**src/rtl/wpc_pkg.sv**
```systemverilog
package wpc_pkg;
  localparam int POS_W   = 6;
  localparam int REG_W   = 8;
  localparam int TAPS    = 1 << POS_W;
  localparam logic [POS_W-1:0] POS_MAX = '1;

  typedef struct packed {
    logic             link;  // chained to next higher pot
    logic             off;   // wiper disconnected
    logic [POS_W-1:0] pos;   // tap position
  } wiper_t;
endpackage

```
**src/rtl/wpc_chain_find.sv**
```systemverilog
module wpc_chain_find #(
  parameter int NUM_POTS = 4,
  localparam int IDX_W = $clog2(NUM_POTS)
) (
  input  logic [NUM_POTS-2:0] link,
  input  logic [NUM_POTS-1:0] off,
  input  logic [IDX_W-1:0]    tgt,
  output logic [IDX_W-1:0]    lo,
  output logic [IDX_W-1:0]    hi,
  output logic [IDX_W-1:0]    act,
  output logic                found
);
  // lowest pot of the chain holding tgt
  always_comb begin
    lo = '0;
    for (int i = 0; i < NUM_POTS-1; i++)
      if (i < int'(tgt) && !link[i]) lo = IDX_W'(i + 1);
  end

  // highest pot of the chain holding tgt
  always_comb begin
    hi = IDX_W'(NUM_POTS - 1);
    for (int i = NUM_POTS-2; i >= 0; i--)
      if (i >= int'(tgt) && !link[i]) hi = IDX_W'(i);
  end

  // pot that actually moves: tgt if enabled, else lowest enabled in chain
  always_comb begin
    found = 1'b0;
    act   = tgt;
    if (!off[tgt]) begin
      found = 1'b1;
    end else begin
      for (int i = 0; i < NUM_POTS; i++)
        if (!found && i >= int'(lo) && i <= int'(hi) && !off[i]) begin
          act   = IDX_W'(i);
          found = 1'b1;
        end
    end
  end

  always_comb begin

    chain_bounds_chk: assert (lo <= tgt && tgt <= hi);
  end
endmodule

```
**src/rtl/wpc_step_engine.sv**
```systemverilog
module wpc_step_engine
  import wpc_pkg::*;
#(
  parameter int NUM_POTS = 4,
  localparam int IDX_W = $clog2(NUM_POTS)
) (
  input  wiper_t [NUM_POTS-1:0] cur,
  input  logic   [IDX_W-1:0]    act,
  input  logic   [IDX_W-1:0]    lo,
  input  logic   [IDX_W-1:0]    hi,
  input  logic                  up,
  output wiper_t [NUM_POTS-1:0] nxt
);
  localparam logic [POS_W-1:0] POS_ONE   = POS_W'(1);
  localparam logic [POS_W-1:0] POS_INNER = POS_MAX - POS_W'(1);

  wiper_t a;
  assign a = cur[act];

  always_comb begin
    nxt = cur;
    if (up) begin
      if (a.pos != POS_MAX) begin
        nxt[act].pos = a.pos + POS_ONE;
      end else if (act != hi) begin
        nxt[act].off              = 1'b1;
        nxt[act + IDX_W'(1)].off  = 1'b0;
        nxt[act + IDX_W'(1)].pos  = POS_ONE;
      end
    end else begin
      if (a.pos != '0) begin
        nxt[act].pos = a.pos - POS_ONE;
      end else if (act != lo) begin
        nxt[act].off              = 1'b1;
        nxt[act - IDX_W'(1)].off  = 1'b0;
        nxt[act - IDX_W'(1)].pos  = POS_INNER;
      end
    end
  end
endmodule

```
**src/rtl/wpc_tap_decode.sv**
```systemverilog
module wpc_tap_decode
  import wpc_pkg::*;
#(
  parameter int NUM_POTS = 4
) (
  input  logic                              clk,
  input  logic                              rst,
  input  logic [NUM_POTS-1:0]               off_n,
  input  logic [NUM_POTS-1:0][POS_W-1:0]    pos_n,
  output logic [NUM_POTS*TAPS-1:0]          sel
);
  for (genvar g = 0; g < NUM_POTS; g++) begin : g_pot
    logic [TAPS-1:0] sel_q;
    always_ff @(posedge clk) begin
      if (rst)           sel_q <= TAPS'(1);
      else if (off_n[g]) sel_q <= '0;
      else               sel_q <= TAPS'(1) << pos_n[g];
    end
    assign sel[g*TAPS +: TAPS] = sel_q;


    sel_onehot_chk: assert property (@(posedge clk) disable iff (rst)
      $onehot0(sel_q));
  end
endmodule

```
**src/rtl/wiper_chain_counter.sv**
```systemverilog
module wiper_chain_counter
  import wpc_pkg::*;
#(
  parameter int NUM_POTS = 4,
  localparam int IDX_W = $clog2(NUM_POTS)
) (
  input  logic                       clk,
  input  logic                       rst,
  input  logic                       ld_en,
  input  logic [IDX_W-1:0]           ld_idx,
  input  logic [REG_W-1:0]           ld_val,
  input  logic                       step_en,
  input  logic                       step_up,
  input  logic [IDX_W-1:0]           step_idx,
  output logic [NUM_POTS*REG_W-1:0]  wreg_o,
  output logic [NUM_POTS*TAPS-1:0]   sel_o
);
  wiper_t [NUM_POTS-1:0] wreg_q, nxt_w, eng_nxt;
  logic   [NUM_POTS-2:0] link_v;
  logic   [NUM_POTS-1:0] off_v, off_n;
  logic   [NUM_POTS-1:0][POS_W-1:0] pos_n;
  logic   [IDX_W-1:0]    lo, hi, act;
  logic                  found;

  always_comb begin
    for (int i = 0; i < NUM_POTS; i++) begin
      off_v[i] = wreg_q[i].off;
      off_n[i] = nxt_w[i].off;
      pos_n[i] = nxt_w[i].pos;
    end
    for (int i = 0; i < NUM_POTS-1; i++) link_v[i] = wreg_q[i].link;
  end

  wpc_chain_find #(.NUM_POTS(NUM_POTS)) u_find (
    .link(link_v), .off(off_v), .tgt(step_idx),
    .lo(lo), .hi(hi), .act(act), .found(found)
  );

  wpc_step_engine #(.NUM_POTS(NUM_POTS)) u_eng (
    .cur(wreg_q), .act(act), .lo(lo), .hi(hi), .up(step_up), .nxt(eng_nxt)
  );

  always_comb begin
    nxt_w = wreg_q;
    if (ld_en)                 nxt_w[ld_idx] = ld_val;
    else if (step_en && found) nxt_w = eng_nxt;
  end

  always_ff @(posedge clk) begin
    if (rst) wreg_q <= '0;
    else     wreg_q <= nxt_w;
  end

  wpc_tap_decode #(.NUM_POTS(NUM_POTS)) u_dec (
    .clk(clk), .rst(rst), .off_n(off_n), .pos_n(pos_n), .sel(sel_o)
  );

  assign wreg_o = wreg_q;


  idle_hold_chk: assert property (@(posedge clk) disable iff (rst)
    !ld_en && !step_en |=> $stable(wreg_q));


  enabled_count_chk: assert property (@(posedge clk) disable iff (rst)
    !ld_en |=> $countones(off_v) == $past($countones(off_v)));

  for (genvar g = 0; g < NUM_POTS; g++) begin : g_chk

    off_sel_chk: assert property (@(posedge clk) disable iff (rst)
      wreg_q[g].off |-> sel_o[g*TAPS +: TAPS] == '0);
  end
endmodule

```
**config.mk**
```make
export PLATFORM = sky130hd
export DESIGN_NAME = wiper_chain_counter
export DESIGN_NICKNAME = d
export VERILOG_FILES = /design/src/rtl/wpc_pkg.sv /design/src/rtl/wpc_chain_find.sv /design/src/rtl/wpc_step_engine.sv /design/src/rtl/wpc_tap_decode.sv /design/src/rtl/wiper_chain_counter.sv
export SDC_FILE = /design/constraint.sdc
export NUM_CORES = 1
export LEC_CHECK = 0
export ABC_AREA = 1
export BUFFER_PORTS_ARGS = -buffer_cell sky130_fd_sc_hd__buf_2
export CORE_ASPECT_RATIO = 0.75
export CORE_MARGIN = 2
export CORE_UTILIZATION = 50
export CTS_CLUSTER_SIZE = 16
export DETAILED_ROUTE_END_ITERATION = 12
export MAX_ROUTING_LAYER = met4
export PLACE_DENSITY_LB_ADDON = 0.15
export SLEW_MARGIN = 0
export SYNTH_ARGS = -nofsm -noshare
export SYNTH_HDL_FRONTEND = slang
export SYNTH_HIERARCHICAL = 1
export SYNTH_SLANG_ARGS = --single-unit
```
**constraint.sdc**
```tcl
create_clock -name clk -period 7.6 [get_ports clk]
set_clock_uncertainty 0.05 [all_clocks]
set_input_delay 1.52 -clock clk [delete_from_list [all_inputs] [get_ports clk]]
set_output_delay 1.52 -clock clk [all_outputs]
set_load 0.01 [all_outputs]
```
==> results of run 1 <==
[state kept, by name, summed over array words and instances, names as in the netlist]
register           flops
u_dec/g_pot.sel_q    256
wreg_o                32
[critical path, delay by kind of cell]
family	cells	cell delay, ns
AND/OR/NAND/NOR	22	3.28
AO/OA/AOI/OAI	1	0.20
buffers and inverters	7	1.72
[power groups by stage]
stage / registers (W) / logic (W) / clock network (W)
final: 0.00158 / 0.000747 / 0.00131
after global routing: 0.00158 / 0.000829 / 0.00139
after CTS: 0.00158 / 0.000734 / 0.00133
after detailed placement: 0.00161 / 0.000731 / 0
after global placement: 0.00161 / 0.000727 / 0
after floorplan: 0.00161 / 0.000573 / 0
[cell families after synthesis]
logic type | count (synthesis) | share of synthesized area
AO/OA/AOI/OAI | 107 | 0.0476
adder cells (fa/ha/maj) | 2 | 0.00201
buffers and inverters | 218 | 0.0925
XOR/XNOR | 10 | 0.00702
AND/OR/NAND/NOR | 990 | 0.389
flip-flops | 288 | 0.462
[routing by layer]
layer / vias up / global-route usage
met5: - / -
met4: 0 / 0.0648
met3: 69 / 0.0667
met2: 530 / 0.430
met1: 5401 / 0.389
li1: 5671 / -
[cell usage in the layout (no fill, tap or decap), types with 5 or more instances in the layout]
| master | n |
|---|---|
| sky130_fd_sc_hd__nand3_2 | 30 |
| sky130_fd_sc_hd__nand2_1 | 308 |
| sky130_fd_sc_hd__nand4_1 | 88 |
| sky130_fd_sc_hd__a21oi_1 | 26 |
| sky130_fd_sc_hd__nor3_1 | 7 |
| sky130_fd_sc_hd__clkbuf_16 | 27 |
| sky130_fd_sc_hd__nor2_1 | 313 |
| sky130_fd_sc_hd__clkinv_2 | 7 |
| sky130_fd_sc_hd__nand3_1 | 132 |
| sky130_fd_sc_hd__clkbuf_8 | 8 |
| sky130_fd_sc_hd__buf_4 | 6 |
| sky130_fd_sc_hd__inv_1 | 90 |
| sky130_fd_sc_hd__o21ai_1 | 14 |
| sky130_fd_sc_hd__dfxtp_1 | 288 |
| sky130_fd_sc_hd__xnor2_1 | 5 |
| sky130_fd_sc_hd__nor2_2 | 16 |
| sky130_fd_sc_hd__nand2_2 | 41 |
| sky130_fd_sc_hd__o21ai_0 | 48 |
| sky130_fd_sc_hd__nor3_2 | 27 |
| sky130_fd_sc_hd__inv_2 | 26 |
| sky130_fd_sc_hd__o21bai_1 | 11 |
| sky130_fd_sc_hd__nor2_4 | 9 |
| sky130_fd_sc_hd__xor2_1 | 5 |
| sky130_fd_sc_hd__buf_2 | 304 |
[metrics by stage]
stage / cells / area [um^2] / setup WS [ns] / hold WS (ns) / power, W
floorplan: 1615 / 12500 / 2.81 / 0.538 / 0.00218
global placement: 2167 / 13800 / 0.848 / 0.533 / 0.00234
detailed placement: 2167 / 13800 / 0.817 / 0.525 / 0.00234
CTS: 2217 / 14700 / 1.35 / 0.537 / 0.00364
global route: 2217 / 14700 / 0.656 / 0.572 / 0.00380
finish: 2217 / 14700 / 1.23 / 0.537 / 0.00363
[layout make-up]
class,instances,share of cell area
Tap cell,338,0.0289
Sequential cell,288,0.393
Clock buffer,39,0.0546
Clock inverter,11,0.00563
Timing Repair Buffer,310,0.107
Inverter,122,0.0320
Multi-Input combinational cell,1109,0.379
[worst max path at each step]
stage	startpoint	to
after floorplan	step_idx[0]	u_dec/g_pot[3].sel_q[12]
after global placement	step_idx[0]	u_dec/g_pot[0].sel_q[39]
after detailed placement	step_idx[0]	u_dec/g_pot[0].sel_q[31]
after CTS	step_idx[0]	u_dec/g_pot[0].sel_q[31]
after global routing	step_idx[0]	u_dec/g_pot[3].sel_q[36]
final	step_idx[0]	u_dec/g_pot[3].sel_q[36]
==> impl_metrics.sql, run 1 <==
INSERT INTO impl_metrics (metric_group, metric, value, unit) VALUES
('die', 'core_area', '24700', 'um^2'),
('place', 'placement.io_buffers', '304', ''),
('power', 'p_leak', '7.01', 'nW'),
('run_status', 'status', 'completed', ''),
('power', 'p_per_area', '248', 'nW/um^2'),
('run', 'maxCapViolCount', '0', ''),
('critical_path', 'crit_path_end_kind', 'flip-flop', ''),
('yosys', 'postSynthRegisterBits', '288', ''),
('die', 'fp.dieW', '186', 'um'),
('critical_path', 'critical_path_class', 'input port to flip-flop', ''),
('global_route', 'maximum_number_of_pins_on_one_net_before_global_route_repair', '38', ''),
('route', 'drt_first_pass_iters', '5', ''),
('layout', 'drive_gt1_frac', '0.279', ''),
('power', 'intPower', '0.00247', 'W'),
('timing', 'finalMaxSlewViolations', '0', ''),
('yosys', 'synth-async-reset-ratio', '0', ''),
('route', 'topRoutingLayerUsed', 'met4', ''),
('layout', 'fin_util', '0.593', ''),
('timing', 'finalSetupTns', '0', 'ns'),
('power', 'clock_power_share', '0.360', ''),
('critical_path', 'ff2ff_path_depth', '28', ''),
('yosys', 'number_of_flops_mapped_to_enable_cells_by_yosys', '0', ''),
('route', 'routedWlPerCell', '17.0', 'um'),
('timing', 'clock.fmax', '0.157', 'GHz'),
('yosys', 'most_area_consuming_cells_after_synthesis', 'sky130_fd_sc_hd__dfxtp_1 (46%), sky130_fd_sc_hd__nor2_1 (9.4%), sky130_fd_sc_hd__nand2_1 (9.3%)', ''),
('timing', 'timing_worst_slew_pin_value', '0.746', 'ns'),
('die', 'floorplan.die_area', '26200', 'um^2'),
('clock_network', 'cts_sinks', '288', ''),
('layout', 'num_antenna_cells', '0', ''),
('clock_network', 'clock_path_buffers', '3', ''),
('route', 'route.final.wire_length', '37700', 'um'),
('clock_network', 'root_buffer_selected_by_cts', 'sky130_fd_sc_hd__clkbuf_16', ''),
('yosys', 'yosys_warnings', '6', ''),
('power', 'seq_power_share', '0.434', ''),
('yosys', 'syn-num-nets', '1634', ''),
('clock_network', 'cts-hold-fix-buffers', '0', ''),
('yosys', 'ys.flop_type', 'sky130_fd_sc_hd__dfxtp_1', ''),
('critical_path', 'crit_path_top_delay_cell', 'sky130_fd_sc_hd__nor3_4', ''),
('clock_network', 'path_clk_slew', '0.06', 'ns'),
('power', 'power_switching', '0.00117', 'W'),
('die', 'start_util', '0.505', ''),
('layout', 'final_net_count', '1877', ''),
('clock_network', 'tritoncts', 'done', ''),
('die', 'die_h', '141', 'um'),
('timing', 'report.final.setup_viol', '0', ''),
('global_route', 'grt_first_pass_wirelength', '59100', 'um'),
('timing', 'layout_worst_path_cycle_share', '0.838', ''),
('layout', 'synthToLayoutAreaGrowth', '17.5', '%'),
('timing', 'final-hold-violation-count', '0', ''),
('global_route', 'first_global_vias', '10800', ''),
('global_route', 'antenna_violations_before_repair', '0', ''),
('timing', 'rsz_0062_raised_after_global_routing', 'no', ''),
('hold_path', 'hold_end', 'wreg_o[31]', ''),
('route', 'met2WireLength', '16700', 'um'),
('yosys', 'synth_sequential_area_ratio', '0.462', ''),
('hold_path', 'holdPathStages', '4', ''),
('yosys', 'yosys.area.top_type_share', '0.462', ''),
('critical_path', 'critical_path_arrival', '6.72', 'ns'),
('route', 'num_vias', '11700', ''),
('critical_path', 'critical_path.max_fanout', '16', ''),
('layout', 'fillerInstances', '2355', ''),
('critical_path', 'r2r-end', 'u_dec/g_pot[3].sel_q[36]', ''),
('route', 'met3WireLength', '3600', 'um'),
('clock_network', 'clock_latency', '0.54', 'ns'),
('layout', 'regArea', '5770', 'um^2'),
('route', 'vias_per_cell', '5.26', ''),
('critical_path', 'crit_path_frequent_cell', 'sky130_fd_sc_hd__nand2_1', ''),
('place', 'gpl.final_weighted_congestion', '0.987', ''),
('global_route', 'total_global_route_track_usage', '0.285', ''),
('clock_network', 'cts_setup_buffers', '0', ''),
('yosys', 'synth_common_cells', 'sky130_fd_sc_hd__nor2_1 (313), sky130_fd_sc_hd__nand2_1 (308), sky130_fd_sc_hd__dfxtp_1 (288), sky130_fd_sc_hd__nand3_1 (132), sky130_fd_sc_hd__inv_1 (90)', '');
No activity file was read; power rests on OpenSTA's default activity.
==> run 2: changes to the inputs <==
Settings changed: CORE_UTILIZATION 50 to 48.
Clock period 7.6 ns to 5.5 ns, I/O delays scaled along.
==> run 2 against run 1 <==
Net effect: design area rose by 2.5%; largest power group unchanged; global-route usage fell by 1.1 points; highest routed layer unchanged; worst hold slack improved by 0.017 ns; largest cell class unchanged.
==> impl_metrics.sql, run 2 (synthesis results as in run 1) <==
INSERT INTO impl_metrics (metric_group, metric, value, unit) VALUES
('run_status', 'status', 'completed', ''),
('global_route', 'grt_first_pass_wirelength', '58300', 'um'),
('power', 'design_power_total', '0.00517', 'W'),
('clock_network', 'h_tree_depth', '1', ''),
('critical_path', 'reg_to_reg_setup_timing_slack', '1.08', 'ns'),
('layout', 'most-common-layout-cells', 'sky130_fd_sc_hd__nor2_1 (313), sky130_fd_sc_hd__nand2_1 (308), sky130_fd_sc_hd__buf_2 (304)', ''),
('layout', 'drive_gt1_frac', '0.292', ''),
('critical_path', 'critical_path.max_fanout', '17', ''),
('layout', 'num_antenna_cells', '0', ''),
('timing', 'hold_ws', '0.554', 'ns'),
('timing', 'timing_worst_slew_pin_value', '0.746', 'ns'),
('power', 'irDropWorstVdd', '0.000295', 'V'),
('critical_path', 'crit_start', 'step_idx[0]', ''),
('hold_path', 'worst_hold_path_type', 'flip-flop to flip-flop', ''),
('timing', 'clock.fmax', '0.214', 'GHz'),
('clock_network', 'clock_latency', '0.54', 'ns'),
('die', 'core_area', '25700', 'um^2'),
('timing', 'finalSetupTns', '0', 'ns'),
('die', 'placementRows', '51', ''),
('hold_path', 'hold_path.startpoint', 'wreg_o[31]', ''),
('clock_network', 'root_buffer_selected_by_cts', 'sky130_fd_sc_hd__clkbuf_16', ''),
('critical_path', 'startpoint_type', 'input port', ''),
('global_route', 'maximum_number_of_pins_on_one_net_before_global_route_repair', '38', ''),
('die', 'floorplan.die_area', '27300', 'um^2'),
('route', 'drt_drc_violations_left', '0', ''),
('critical_path', 'ff2ff_path_depth', '28', ''),
('critical_path', 'crit_path_end_kind', 'flip-flop', ''),
('timing', 'finalMaxSlewViolations', '0', ''),
('clock_network', 'path_clk_slew', '0.06', 'ns'),
('place', 'placement.io_buffers', '304', ''),
('critical_path', 'critPathRequiredTime', '5.92', 'ns'),
('hold_path', 'hold_end', 'wreg_o[31]', ''),
('place', 'post_place_setup_slack', '0.376', 'ns'),
('clock_network', 'cts-hold-fix-buffers', '0', ''),
('timing', 'final.setup.worst_slack', '0.827', 'ns'),
('timing', 'report.final.setup_viol', '0', ''),
('timing', 'max_slew_margin', '0.499', ''),
('global_route', 'total_global_route_track_usage', '0.274', ''),
('power', 'p_leak', '7.23', 'nW'),
('route', 'drtIter0Drc', '1010', ''),
('critical_path', 'slowest_delay', '0.27', 'ns'),
('place', 'gpl.final_weighted_congestion', '0.987', ''),
('critical_path', 'crit_path_frequent_cell', 'sky130_fd_sc_hd__nand2_1', ''),
('clock_network', 'tritoncts', 'done', ''),
('route', 'final_antenna_net_count', '0', ''),
('route', 'num_vias', '11900', ''),
('critical_path', 'critical_path_class', 'input port to flip-flop', ''),
('layout', 'final_net_count', '1914', ''),
('timing', 'rsz_0062_raised_after_global_routing', 'no', ''),
('global_route', 'antenna_violations_before_repair', '0', ''),
('layout', 'largest_register', 'u_dec/g_pot.sel_q', ''),
('power', 'p_per_area', '344', 'nW/um^2'),
('critical_path', 'crit_path_top_delay_cell', 'sky130_fd_sc_hd__buf_4', ''),
('timing', 'final-hold-violation-count', '0', ''),
('clock_network', 'cts_resized', '0', ''),
('clock_network', 'cts_sinks', '288', ''),
('critical_path', 'r2r-end', 'u_dec/g_pot[1].sel_q[11]', ''),
('critical_path', 'timing.rr.start', 'wreg_o[7]', ''),
('route', 'drt_first_pass_iters', '5', ''),
('route', 'route.final.wire_length', '37500', 'um'),
('layout', 'synthToLayoutAreaGrowth', '20.5', '%'),
('die', 'num_io_pins', '305', ''),
('route', 'routedWlPerCell', '16.6', 'um'),
('layout', 'largest_reg_flops', '256', ''),
('run', 'maxCapViolCount', '0', ''),
('timing', 'finalCriticalPeriod', '4.67', 'ns'),
('place', 'detailed_place_hpwl', '27500', 'um'),
('layout', 'layout_commonest_cell', 'sky130_fd_sc_hd__nor2_1', ''),
('clock_network', 'clock_path_buffers', '3', ''),
('route', 'vias_per_cell', '5.27', ''),
('clock_network', 'cts-buffers-inserted', '27', ''),
('die', 'start_util', '0.485', ''),
('global_route', 'global_route.overflow_total', '0', ''),
('timing', 'layout_worst_path_cycle_share', '0.850', ''),
('die', 'die_h', '144', 'um'),
('critical_path', 'critPathBufInv', '7', ''),
('clock_network', 'cts_setup_buffers', '0', ''),
('hold_path', 'holdPathStages', '4', ''),
('die', 'fp.dieW', '190', 'um'),
('global_route', 'first_global_vias', '10800', ''),
('critical_path', 'critical_path_arrival', '5.09', 'ns'),
('critical_path', 'crit_family', 'simple AND/OR/NAND/NOR gates', ''),
('layout', 'fin_util', '0.584', '');
-- run 2: cell count changes in the layout (fill, tap and decap cells not counted), sizes merged --
cell,change
buf,+37
clkinvlp,-1
inv,+1
clkinv,-5
clkbuf,-3
bufinv,+3
-- run 2: worst max-delay path by stage --
stage                                    end  slack (ns)  cells after the start
floorplan           u_dec/g_pot[3].sel_q[12]        1.13                     35
global placement     u_dec/g_pot[1].sel_q[5]        0.33                     29
detailed placement  u_dec/g_pot[1].sel_q[11]        0.38                     27
CTS                 u_dec/g_pot[1].sel_q[11]        0.88                     27
global route        u_dec/g_pot[2].sel_q[59]        0.35                     28
finish              u_dec/g_pot[1].sel_q[11]        0.83                     29
-- run 2: metal layers --
layer  GRT usage  part of all wire  vias up
li1            -                 -     5743
met1       0.385              0.45     5579
met2       0.419              0.44      495
met3      0.0432             0.088       66
met4      0.0592             0.022        0
met5           -                 0        -
-- run 2: stage by stage --
step	std cells	area [um^2]
after detailed placement	2210	14100
after global routing	2255	15000
final	2255	15000
after floorplan	1615	12500
after global placement	2210	14100
after CTS	2255	15000
-- run 2: cell type report --
type                    count  area (um^2)
clock buffers              36          769
clock inverters             9          150
fillers                  2432        10700
inverters                 122          469
multi-input cells        1109         5550
flip-flops and latches    288         5770
well taps                 344          430
repair buffers            347         1890
-- run 2: report_power, final --
part,switching [W],leakage [nW],total (W),internal (W)
registers,0.0000576,2.33,0.00218,0.00212
clock network,0.000777,0.452,0.00191,0.00113
logic,0.000775,4.45,0.00109,0.000311
total,0.00161,7.23,0.00517,0.00356
-- run 2: tightest hold or removal path, cell delays in order (launching register included) --
cell and delay (ns):
sky130_fd_sc_hd__dfxtp_1 0.32, sky130_fd_sc_hd__nand2_1 0.07, sky130_fd_sc_hd__nor2_1 0.04, sky130_fd_sc_hd__nor2_1 0.08, sky130_fd_sc_hd__nor2_1 0.05
